==> src/rtl/uart_afc_pkg.sv <==
package uart_afc_pkg;

  typedef enum logic [1:0] {
    TX_IDLE   = 2'd0,
    TX_ACTIVE = 2'd1,
    TX_TAIL   = 2'd2
  } tx_state_e;

  // Fill point for a threshold code; code 3 yields the last-slot level.
  function automatic int fill_point(input logic [1:0] code, input int depth);
    case (code)
      2'd0:    return 1;
      2'd1:    return depth / 4;
      2'd2:    return depth / 2;
      default: return depth - 1;
    endcase
  endfunction

endpackage

==> src/rtl/afc_sync.sv <==
module afc_sync #(
  parameter int   STAGES  = 2,
  parameter logic RST_VAL = 1'b0
) (
  input  logic clk,
  input  logic rst_n,
  input  logic d,
  output logic q
);

  logic [STAGES-1:0] chain_q;

  generate
    if (STAGES == 1) begin : g_single
      always_ff @(posedge clk or negedge rst_n) begin
        if (!rst_n) chain_q <= RST_VAL;
        else        chain_q <= d;
      end
    end else begin : g_chain
      always_ff @(posedge clk or negedge rst_n) begin
        if (!rst_n) chain_q <= {STAGES{RST_VAL}};
        else        chain_q <= {chain_q[STAGES-2:0], d};
      end
    end
  endgenerate

  assign q = chain_q[STAGES-1];

endmodule

==> src/rtl/afc_rts_ctrl.sv <==
module afc_rts_ctrl
  import uart_afc_pkg::*;
#(
  parameter int DEPTH   = 16,
  parameter int LVL_W   = $clog2(DEPTH + 1),
  parameter int RTS_DLY = 2
) (
  input  logic             clk,
  input  logic             rst_n,
  input  logic             baud_tick,
  input  logic             rx_byte_done,
  input  logic             rx_first_data,
  input  logic [LVL_W-1:0] fifo_level,
  input  logic [1:0]       thresh_sel,
  input  logic             host_rd,
  output logic             stop_o
);

  localparam int CNT_W = $clog2(RTS_DLY + 1);
  localparam logic [CNT_W-1:0] CNT_LOAD = CNT_W'(RTS_DLY);
  localparam logic [CNT_W-1:0] CNT_LAST = CNT_W'(1);
  localparam logic [LVL_W-1:0] ONE_LVL  = LVL_W'(1);

  logic             stop_q, stop_d;
  logic             pend_q, pend_d;
  logic             tgt_q, tgt_d;
  logic [CNT_W-1:0] cnt_q, cnt_d;
  logic [LVL_W-1:0] point;
  logic             top_code;
  logic             ev_stop, ev_clear;

  // Event detection
  always_comb begin
    top_code = (thresh_sel == 2'd3);
    point    = LVL_W'(fill_point(thresh_sel, DEPTH));
    if (top_code) ev_stop = rx_first_data && (fifo_level >= point);
    else          ev_stop = rx_byte_done  && (fifo_level >= point);
    ev_clear = host_rd && (fifo_level == ONE_LVL);
  end

  // Next state: an event loads the delay, ticks count it down
  always_comb begin
    stop_d = stop_q;
    pend_d = pend_q;
    tgt_d  = tgt_q;
    cnt_d  = cnt_q;
    if (ev_stop || ev_clear) begin
      pend_d = 1'b1;
      tgt_d  = ev_stop;
      cnt_d  = CNT_LOAD;
    end else if (pend_q && baud_tick) begin
      if (cnt_q == CNT_LAST) begin
        stop_d = tgt_q;
        pend_d = 1'b0;
      end else begin
        cnt_d = cnt_q - CNT_LAST;
      end
    end
  end

  always_ff @(posedge clk or negedge rst_n) begin
    if (!rst_n) begin
      stop_q <= 1'b0;
      pend_q <= 1'b0;
      tgt_q  <= 1'b0;
      cnt_q  <= '0;
    end else begin
      stop_q <= stop_d;
      pend_q <= pend_d;
      tgt_q  <= tgt_d;
      cnt_q  <= cnt_d;
    end
  end

  assign stop_o = stop_q;

endmodule

==> src/rtl/afc_tx_gate.sv <==
module afc_tx_gate
  import uart_afc_pkg::*;
#(
  parameter int TAIL_TICKS = 8
) (
  input  logic clk,
  input  logic rst_n,
  input  logic baud_tick,
  input  logic cts_sync,
  input  logic auto_cts_en,
  input  logic tx_start_req,
  input  logic tx_stop_mid,
  output logic permit_o
);

  localparam int TCNT_W = $clog2(TAIL_TICKS + 1);
  localparam logic [TCNT_W-1:0] TCNT_LOAD = TCNT_W'(TAIL_TICKS);
  localparam logic [TCNT_W-1:0] TCNT_LAST = TCNT_W'(1);

  tx_state_e         state_q, state_d;
  logic              go_q, go_d;
  logic [TCNT_W-1:0] tcnt_q, tcnt_d;
  logic              open_now;
  logic              permit;

  // Permit decode
  always_comb begin
    open_now = ~auto_cts_en | ~cts_sync;
    case (state_q)
      TX_ACTIVE: permit = 1'b0;
      TX_TAIL:   permit = go_q | open_now;
      default:   permit = open_now;
    endcase
  end

  // Next state
  always_comb begin
    state_d = state_q;
    go_d    = go_q;
    tcnt_d  = tcnt_q;
    case (state_q)
      TX_IDLE: begin
        if (tx_start_req && permit) state_d = TX_ACTIVE;
      end
      TX_ACTIVE: begin
        if (tx_stop_mid) begin
          state_d = TX_TAIL;
          go_d    = ~(auto_cts_en & cts_sync);
          tcnt_d  = TCNT_LOAD;
        end
      end
      TX_TAIL: begin
        if (tx_start_req && permit) begin
          state_d = TX_ACTIVE;
        end else if (baud_tick) begin
          if (tcnt_q == TCNT_LAST) state_d = TX_IDLE;
          else                     tcnt_d  = tcnt_q - TCNT_LAST;
        end
      end
      default: state_d = TX_IDLE;
    endcase
  end

  always_ff @(posedge clk or negedge rst_n) begin
    if (!rst_n) begin
      state_q <= TX_IDLE;
      go_q    <= 1'b0;
      tcnt_q  <= '0;
    end else begin
      state_q <= state_d;
      go_q    <= go_d;
      tcnt_q  <= tcnt_d;
    end
  end

  assign permit_o = permit;

endmodule

==> src/rtl/uart_autoflow.sv <==
module uart_autoflow #(
  parameter int DEPTH       = 16,
  parameter int LVL_W       = $clog2(DEPTH + 1),
  parameter int RTS_DLY     = 2,
  parameter int TAIL_TICKS  = 8,
  parameter int SYNC_STAGES = 2
) (
  input  logic             clk,
  input  logic             rst_n,
  input  logic             baud_tick,
  input  logic             rx_byte_done,
  input  logic             rx_first_data,
  input  logic [LVL_W-1:0] fifo_level,
  input  logic [1:0]       thresh_sel,
  input  logic             host_rd,
  input  logic             mcr_rts,
  input  logic             auto_rts_en,
  input  logic             auto_cts_en,
  input  logic             cts_n,
  input  logic             tx_start_req,
  input  logic             tx_stop_mid,
  output logic             rts_n,
  output logic             tx_start_ok
);

  logic rst_int_n;
  logic cts_sync;
  logic stop_flag;

  // Reset: asynchronous assert, synchronous release
  afc_sync #(.STAGES(2), .RST_VAL(1'b0)) u_rst_sync (
    .clk   (clk),
    .rst_n (rst_n),
    .d     (1'b1),
    .q     (rst_int_n)
  );

  afc_sync #(.STAGES(SYNC_STAGES), .RST_VAL(1'b1)) u_cts_sync (
    .clk   (clk),
    .rst_n (rst_int_n),
    .d     (cts_n),
    .q     (cts_sync)
  );

  afc_rts_ctrl #(.DEPTH(DEPTH), .LVL_W(LVL_W), .RTS_DLY(RTS_DLY)) u_rts (
    .clk           (clk),
    .rst_n         (rst_int_n),
    .baud_tick     (baud_tick),
    .rx_byte_done  (rx_byte_done),
    .rx_first_data (rx_first_data),
    .fifo_level    (fifo_level),
    .thresh_sel    (thresh_sel),
    .host_rd       (host_rd),
    .stop_o        (stop_flag)
  );

  afc_tx_gate #(.TAIL_TICKS(TAIL_TICKS)) u_tx (
    .clk          (clk),
    .rst_n        (rst_int_n),
    .baud_tick    (baud_tick),
    .cts_sync     (cts_sync),
    .auto_cts_en  (auto_cts_en),
    .tx_start_req (tx_start_req),
    .tx_stop_mid  (tx_stop_mid),
    .permit_o     (tx_start_ok)
  );

  always_comb begin
    if (auto_rts_en) rts_n = stop_flag | ~mcr_rts;
    else             rts_n = ~mcr_rts;
  end

endmodule

==> config.mk <==
export PLATFORM = sky130hd
export DESIGN_NAME = uart_autoflow
export DESIGN_NICKNAME = d
export VERILOG_FILES = /design/src/rtl/uart_afc_pkg.sv /design/src/rtl/afc_sync.sv /design/src/rtl/afc_rts_ctrl.sv /design/src/rtl/afc_tx_gate.sv /design/src/rtl/uart_autoflow.sv
export SDC_FILE = /design/constraint.sdc
export NUM_CORES = 1
export LEC_CHECK = 0
export CAP_MARGIN = 10
export CORE_AREA = 3 3 60 62
export CTS_CLUSTER_SIZE = 10
export DETAILED_ROUTE_END_ITERATION = 8
export DIE_AREA = 0 0 63 65
export MAX_ROUTING_LAYER = met4
export PLACE_DENSITY_LB_ADDON = 0.15
export SYNTH_ARGS = -nofsm -noshare
export SYNTH_HDL_FRONTEND = slang
export SYNTH_SLANG_ARGS = --single-unit
==> constraint.sdc <==
create_clock -name clk -period 1.45 [get_ports clk]
set_clock_uncertainty 0.2 [all_clocks]
set_input_delay 0.145 -clock clk [delete_from_list [all_inputs] [get_ports clk]]
set_output_delay 0.145 -clock clk [all_outputs]
set_load 0.01 [all_outputs]
==> flow_summary.html <==
<table>
<tr><th>Metric</th><th>Value</th></tr>
<tr><th colspan="2">Setup path</th></tr>
<tr><td>Data arrival, critical path</td><td>1.47 ns</td></tr>
<tr><td>Cell type of the slowest stage on the worst timing path</td><td>sky130_fd_sc_hd__dfrtp_1</td></tr>
<tr><td>CP delay by family, top</td><td>flip-flops</td></tr>
<tr><td>Worst flop-to-flop path startpoint</td><td>u_tx.state_q[0]$_DFFE_PN0P_</td></tr>
<tr><td>WP buf/inv</td><td>2</td></tr>
<tr><td>Reg2Reg Setup Slack</td><td>-0.36 ns</td></tr>
<tr><td>Endpoint of the lowest-slack register-to-register path</td><td>u_tx.tcnt_q[1]$_DFFE_PN0P_</td></tr>
<tr><td>Total stage count of the critical path</td><td>5</td></tr>
<tr><td>Critical Path Fanout Max</td><td>3</td></tr>
<tr><td>Register-to-Register Path Depth</td><td>7</td></tr>
<tr><td>Critical path type</td><td>register to output port</td></tr>
<tr><td>Kind of capture point of the worst setup path</td><td>output port</td></tr>
<tr><td>Startpoint type of the worst setup path</td><td>register</td></tr>
<tr><td>Cells along the critical path</td><td>inv_2 -&gt; ha_4 -&gt; nor2b_4 -&gt; a31oi_1 -&gt; buf_2</td></tr>
<tr><td>WP data required</td><td>between 1 and 1.5 ns</td></tr>
<tr><td>Worst stage delay on the critical path</td><td>0.41 ns</td></tr>
<tr><th colspan="2">Finish</th></tr>
<tr><td>Number of inserted filler cells in the final layout</td><td>272</td></tr>
<tr><td>Antenna diodes</td><td>0</td></tr>
<tr><td>Fraction of final layout cells sized beyond drive strength 1</td><td>about two fifths</td></tr>
<tr><td>Number of cells in the finished layout apart from fillers</td><td>approximately 200</td></tr>
<tr><td>Final standard cell area without fillers</td><td>1750 um^2</td></tr>
<tr><td>Number of nets in the finished design</td><td>approximately 190</td></tr>
<tr><td>Area Overhead vs Synth</td><td>61.4%</td></tr>
<tr><td>Core Util, Final</td><td>56.7%</td></tr>
<tr><th colspan="2">Routing</th></tr>
<tr><td>Number of iterations in the first detailed-routing pass</td><td>4</td></tr>
<tr><td>Vias per cell</td><td>between 4 and 5</td></tr>
<tr><td>Detailed-route DRC error count</td><td>0</td></tr>
<tr><td>Routed WL per cell</td><td>~12 um</td></tr>
<tr><td>Count of routing violations after the opening detailed-route iteration</td><td>93</td></tr>
<tr><td>Aggregate routed wire length</td><td>about 2300 um</td></tr>
<tr><td>Routed vias</td><td>936</td></tr>
<tr><td>Detail Route Antenna Nets</td><td>0</td></tr>
<tr><th colspan="2">Power and ir drop</th></tr>
<tr><td>Leakage component of the power</td><td>between 0.7 and 0.8 nW</td></tr>
<tr><td>PnR Total Power</td><td>2.75 mW</td></tr>
<tr><td>Worst ir drop on vdd</td><td>roughly 860 uV</td></tr>
<tr><td>Power density cells</td><td>approximately 1600 nW/um^2</td></tr>
<tr><td>Sequential share of power</td><td>24.8%</td></tr>
<tr><td>Fraction of power spent switching nets</td><td>a little under two fifths</td></tr>
<tr><td>Clock network fraction of design power</td><td>between 10 and 15%</td></tr>
<tr><td>Power share of the combinational group</td><td>between 60 and 70%</td></tr>
<tr><td>Power spent charging and discharging nets</td><td>approximately 1.0 mW</td></tr>
<tr><td>Power Internal</td><td>~1.7 mW</td></tr>
<tr><th colspan="2">Worst hold path</th></tr>
<tr><td>WHS Endpoint</td><td>u_cts_sync.chain_q[0]$_DFF_PN1_</td></tr>
<tr><td>Hold Path Stages</td><td>1</td></tr>
<tr><td>Hold/Removal Path Class</td><td>primary input to register</td></tr>
<tr><td>Launch point of the worst hold path</td><td>cts_n</td></tr>
<tr><th colspan="2">Placement</th></tr>
<tr><td>Worst setup timing slack at the placement stage</td><td>-0.995 ns</td></tr>
<tr><td>Number of instances in the placed design</td><td>191</td></tr>
<tr><td>Half-perimeter wire length after detailed placement</td><td>approximately 1800 um</td></tr>
<tr><td>Placement Cell Area</td><td>approximately 1600 um^2</td></tr>
<tr><td>IO Port Bufs</td><td>20</td></tr>
<tr><td>Placer congestion estimate</td><td>between 0.8 and 0.9</td></tr>
<tr><th colspan="2">Synth</th></tr>
<tr><td>Warnings from Yosys</td><td>0</td></tr>
<tr><td>Cell area after technology mapping</td><td>~1100 um^2</td></tr>
<tr><td>Async SR Flop Fraction</td><td>100%</td></tr>
<tr><td>Top_reg_cell synth</td><td>sky130_fd_sc_hd__dfrtp_1</td></tr>
<tr><td>Area share of the leading cell type in the synthesized netlist</td><td>about a third</td></tr>
<tr><td>Most area-hungry cell type in the Yosys netlist</td><td>sky130_fd_sc_hd__dfrtp_1</td></tr>
<tr><td>Net Count, Synth</td><td>140</td></tr>
<tr><td>Yosys reg bits</td><td>16</td></tr>
<tr><td>Part of the Yosys area used for sequential elements</td><td>between 30% and 40%</td></tr>
<tr><td>Cells taking the most area after synthesis</td><td>sky130_fd_sc_hd__dfrtp_1 32%, sky130_fd_sc_hd__ha_1 16%, sky130_fd_sc_hd__dfstp_2 4.9%, sky130_fd_sc_hd__inv_1 3.8%, sky130_fd_sc_hd__nand2_1 3.5%</td></tr>
<tr><td>Mapped Avg Cell Area</td><td>between 10 and 15 um^2</td></tr>
<tr><td>Count of cell types in the netlist</td><td>40</td></tr>
<tr><td>Post-Synthesis Cells</td><td>about 110</td></tr>
<tr><td>Post-synth EDFFs</td><td>0</td></tr>
<tr><th colspan="2">STA</th></tr>
<tr><td>Min Tclk post-route</td><td>1.82 ns</td></tr>
<tr><td>Min Hold Slack</td><td>roughly 0.06 ns</td></tr>
<tr><td>Achievable clock frequency</td><td>approximately 550 MHz</td></tr>
<tr><td>Endpoints failing hold</td><td>0</td></tr>
<tr><td>Fin Setup TNS</td><td>-2.40 ns</td></tr>
<tr><td>Share of the clock period used by the worst path</td><td>125%</td></tr>
<tr><td>Max-slew violation count</td><td>0</td></tr>
<tr><td>Setup Viol. Count Final</td><td>10</td></tr>
<tr><td>Min setup slack post-route</td><td>-0.367 ns</td></tr>
<tr><td>Unrepaired setup endpoints after global routing</td><td>true</td></tr>
<tr><th colspan="2">Clock tree</th></tr>
<tr><td>Clock buffer count from CTS</td><td>3</td></tr>
<tr><td>Clock root cell</td><td>sky130_fd_sc_hd__clkbuf_4</td></tr>
<tr><td>Clock tree from TritonCTS</td><td>built</td></tr>
<tr><td>Maximum buffer depth of the clock tree</td><td>2</td></tr>
<tr><td>Clock transition at the registers of the reported paths</td><td>about 0.10 ns</td></tr>
<tr><td>H-Tree Depth</td><td>1</td></tr>
<tr><td>Clock latency on the worst-skew pair</td><td>approximately 0.29 ns</td></tr>
<tr><td># clock sinks</td><td>16</td></tr>
<tr><th colspan="2">Run status</th></tr>
<tr><td>Failing checks</td><td>negative setup slack</td></tr>
<tr><td>Status</td><td>complete, but fails checks</td></tr>
<tr><th colspan="2">Global routing</th></tr>
<tr><td>GR Layer Usage met2</td><td>around 22%</td></tr>
<tr><td>All-Layer GR Usage</td><td>13.0%</td></tr>
<tr><td>Via count of the first global-routing pass</td><td>around 950</td></tr>
<tr><td>Pin count of the biggest net entering global routing</td><td>15</td></tr>
<tr><td>Layer with the highest usage after global routing</td><td>met2</td></tr>
<tr><td>GRT met1 Usage</td><td>14.9%</td></tr>
<tr><td>Overflow after GRT</td><td>0</td></tr>
<tr><td>Antenna violations before repair</td><td>0</td></tr>
<tr><td>Wire length of the first global-routing pass</td><td>4060 um</td></tr>
<tr><td>Met3 layer usage reported by global route</td><td>3.64%</td></tr>
<tr><th colspan="2">Die</th></tr>
<tr><td>Initial standard-cell utilization of the core</td><td>between 30% and 40%</td></tr>
<tr><td>Die Y-Extent</td><td>about 65 um</td></tr>
<tr><td>Floorplan die width</td><td>63 um</td></tr>
<tr><td>Placeable core area</td><td>3080 um^2</td></tr>
<tr><td>Std-Cell Rows</td><td>20</td></tr>
<tr><td>I/O pin count</td><td>21</td></tr>
<tr><td>Die area</td><td>4100 um^2</td></tr>
<tr><th colspan="2">Flow run</th></tr>
<tr><td>Maxcap violations</td><td>0</td></tr>
</table>
## cells in the mapped netlist, drive strengths merged, types with 2 or more instances
master  instances
a21oi           2
a31oi           2
dfrtp          14
dfstp           2
ha             14
inv            11
nand2          10
nand2b          4
nand3           3
nand3b          2
nor2            5
nor2b           2
o211ai          2
o21ai           8
o31ai           2
or2             2
## area by class of cell
type | instances | area [um^2] | area share [%]
clock buffer | 4 | 36.3 | 2.08
multi-input combinational | 79 | 779 | 44.6
tap | 44 | 55.1 | 3.15
inverter | 11 | 48.8 | 2.79
timing repair buffer | 48 | 424 | 24.3
sequential | 16 | 403 | 23.1
## cell usage in the layout, fill, tap and decap left out, drive strengths merged, types with 2 or more instances in the layout
master	instances
buf	29
dfrtp	14
ha	14
clkdlybuf4s50	12
inv	11
nand2	10
o21ai	8
nor2	5
dlygate4sd2	4
clkbuf	4
nand2b	4
nand3	3
a21oi	2
or2	2
o211ai	2
nand3b	2
o31ai	2
dlygate4sd3	2
dfstp	2
nor2b	2
a31oi	2
## registers in the layout, summed over array words and instances, names as in the netlist
register,flops
u_cts_sync.chain_q,2
u_rst_sync.chain_q,2
u_rts.cnt_q,2
u_rts.pend_q,1
u_rts.stop_o,1
u_rts.tgt_q,1
u_tx.go_q,1
u_tx.state_q,2
u_tx.tcnt_q,4
## power groups by stage
stage | registers, mW | clock network, mW | logic, mW
CTS | 0.686 | 0.319 | 1.68
global route | 0.699 | 0.332 | 1.97
floorplan | 0.691 | 0 | 1.02
finish | 0.681 | 0.303 | 1.77
detailed placement | 0.695 | 0 | 1.61
global placement | 0.688 | 0 | 1.59
## per-layer routing
layer,share of wire [%],up-vias
met5,0,-
met4,1.2,0
met3,3.1,5
met2,51,10
met1,44,438
li1,-,483
## cells by family after synthesis
| kind of cell | Yosys count | share of synthesized area, % |
|---|---|---|
| muxes | 2 | 1.97 |
| and+or+nand+nor | 33 | 17.1 |
| other | 1 | 0.346 |
| buffers and inverters | 12 | 4.51 |
| DFF | 16 | 37.2 |
| AOI/OAI and AO/OA | 28 | 21.9 |
| xor gates and xnor gates | 1 | 0.809 |
| adders and majority gates | 14 | 16.2 |
## repair_timing
action / in CTS / in global routing
gates cloned: 0 / 0
endpoints found under the hold margin: 14 / 0
setup endpoints to repair: 13 / 13
pin swaps: 7 / 6
gates resized for setup: 31 / 5
buffers inserted: 1 / 4
hold buffers: 2 / 0
## how the worst max path moves through the flow
stage                                      startpoint                          to  slack, ns
after floorplan           u_tx.state_q[0]$_DFFE_PN0P_  u_tx.tcnt_q[1]$_DFFE_PN0P_      -0.20
after global routing      u_tx.state_q[0]$_DFFE_PN0P_  u_tx.tcnt_q[1]$_DFFE_PN0P_      -0.46
after global placement                  thresh_sel[0]    u_rts.pend_q$_DFFE_PN0P_      -0.96
final                     u_tx.state_q[0]$_DFFE_PN0P_                 tx_start_ok      -0.37
after CTS                 u_tx.state_q[0]$_DFFE_PN0P_  u_tx.tcnt_q[1]$_DFFE_PN0P_      -0.37
after detailed placement                thresh_sel[0]    u_rts.pend_q$_DFFE_PN0P_       -1.0
(Power assumes the default switching activity.)
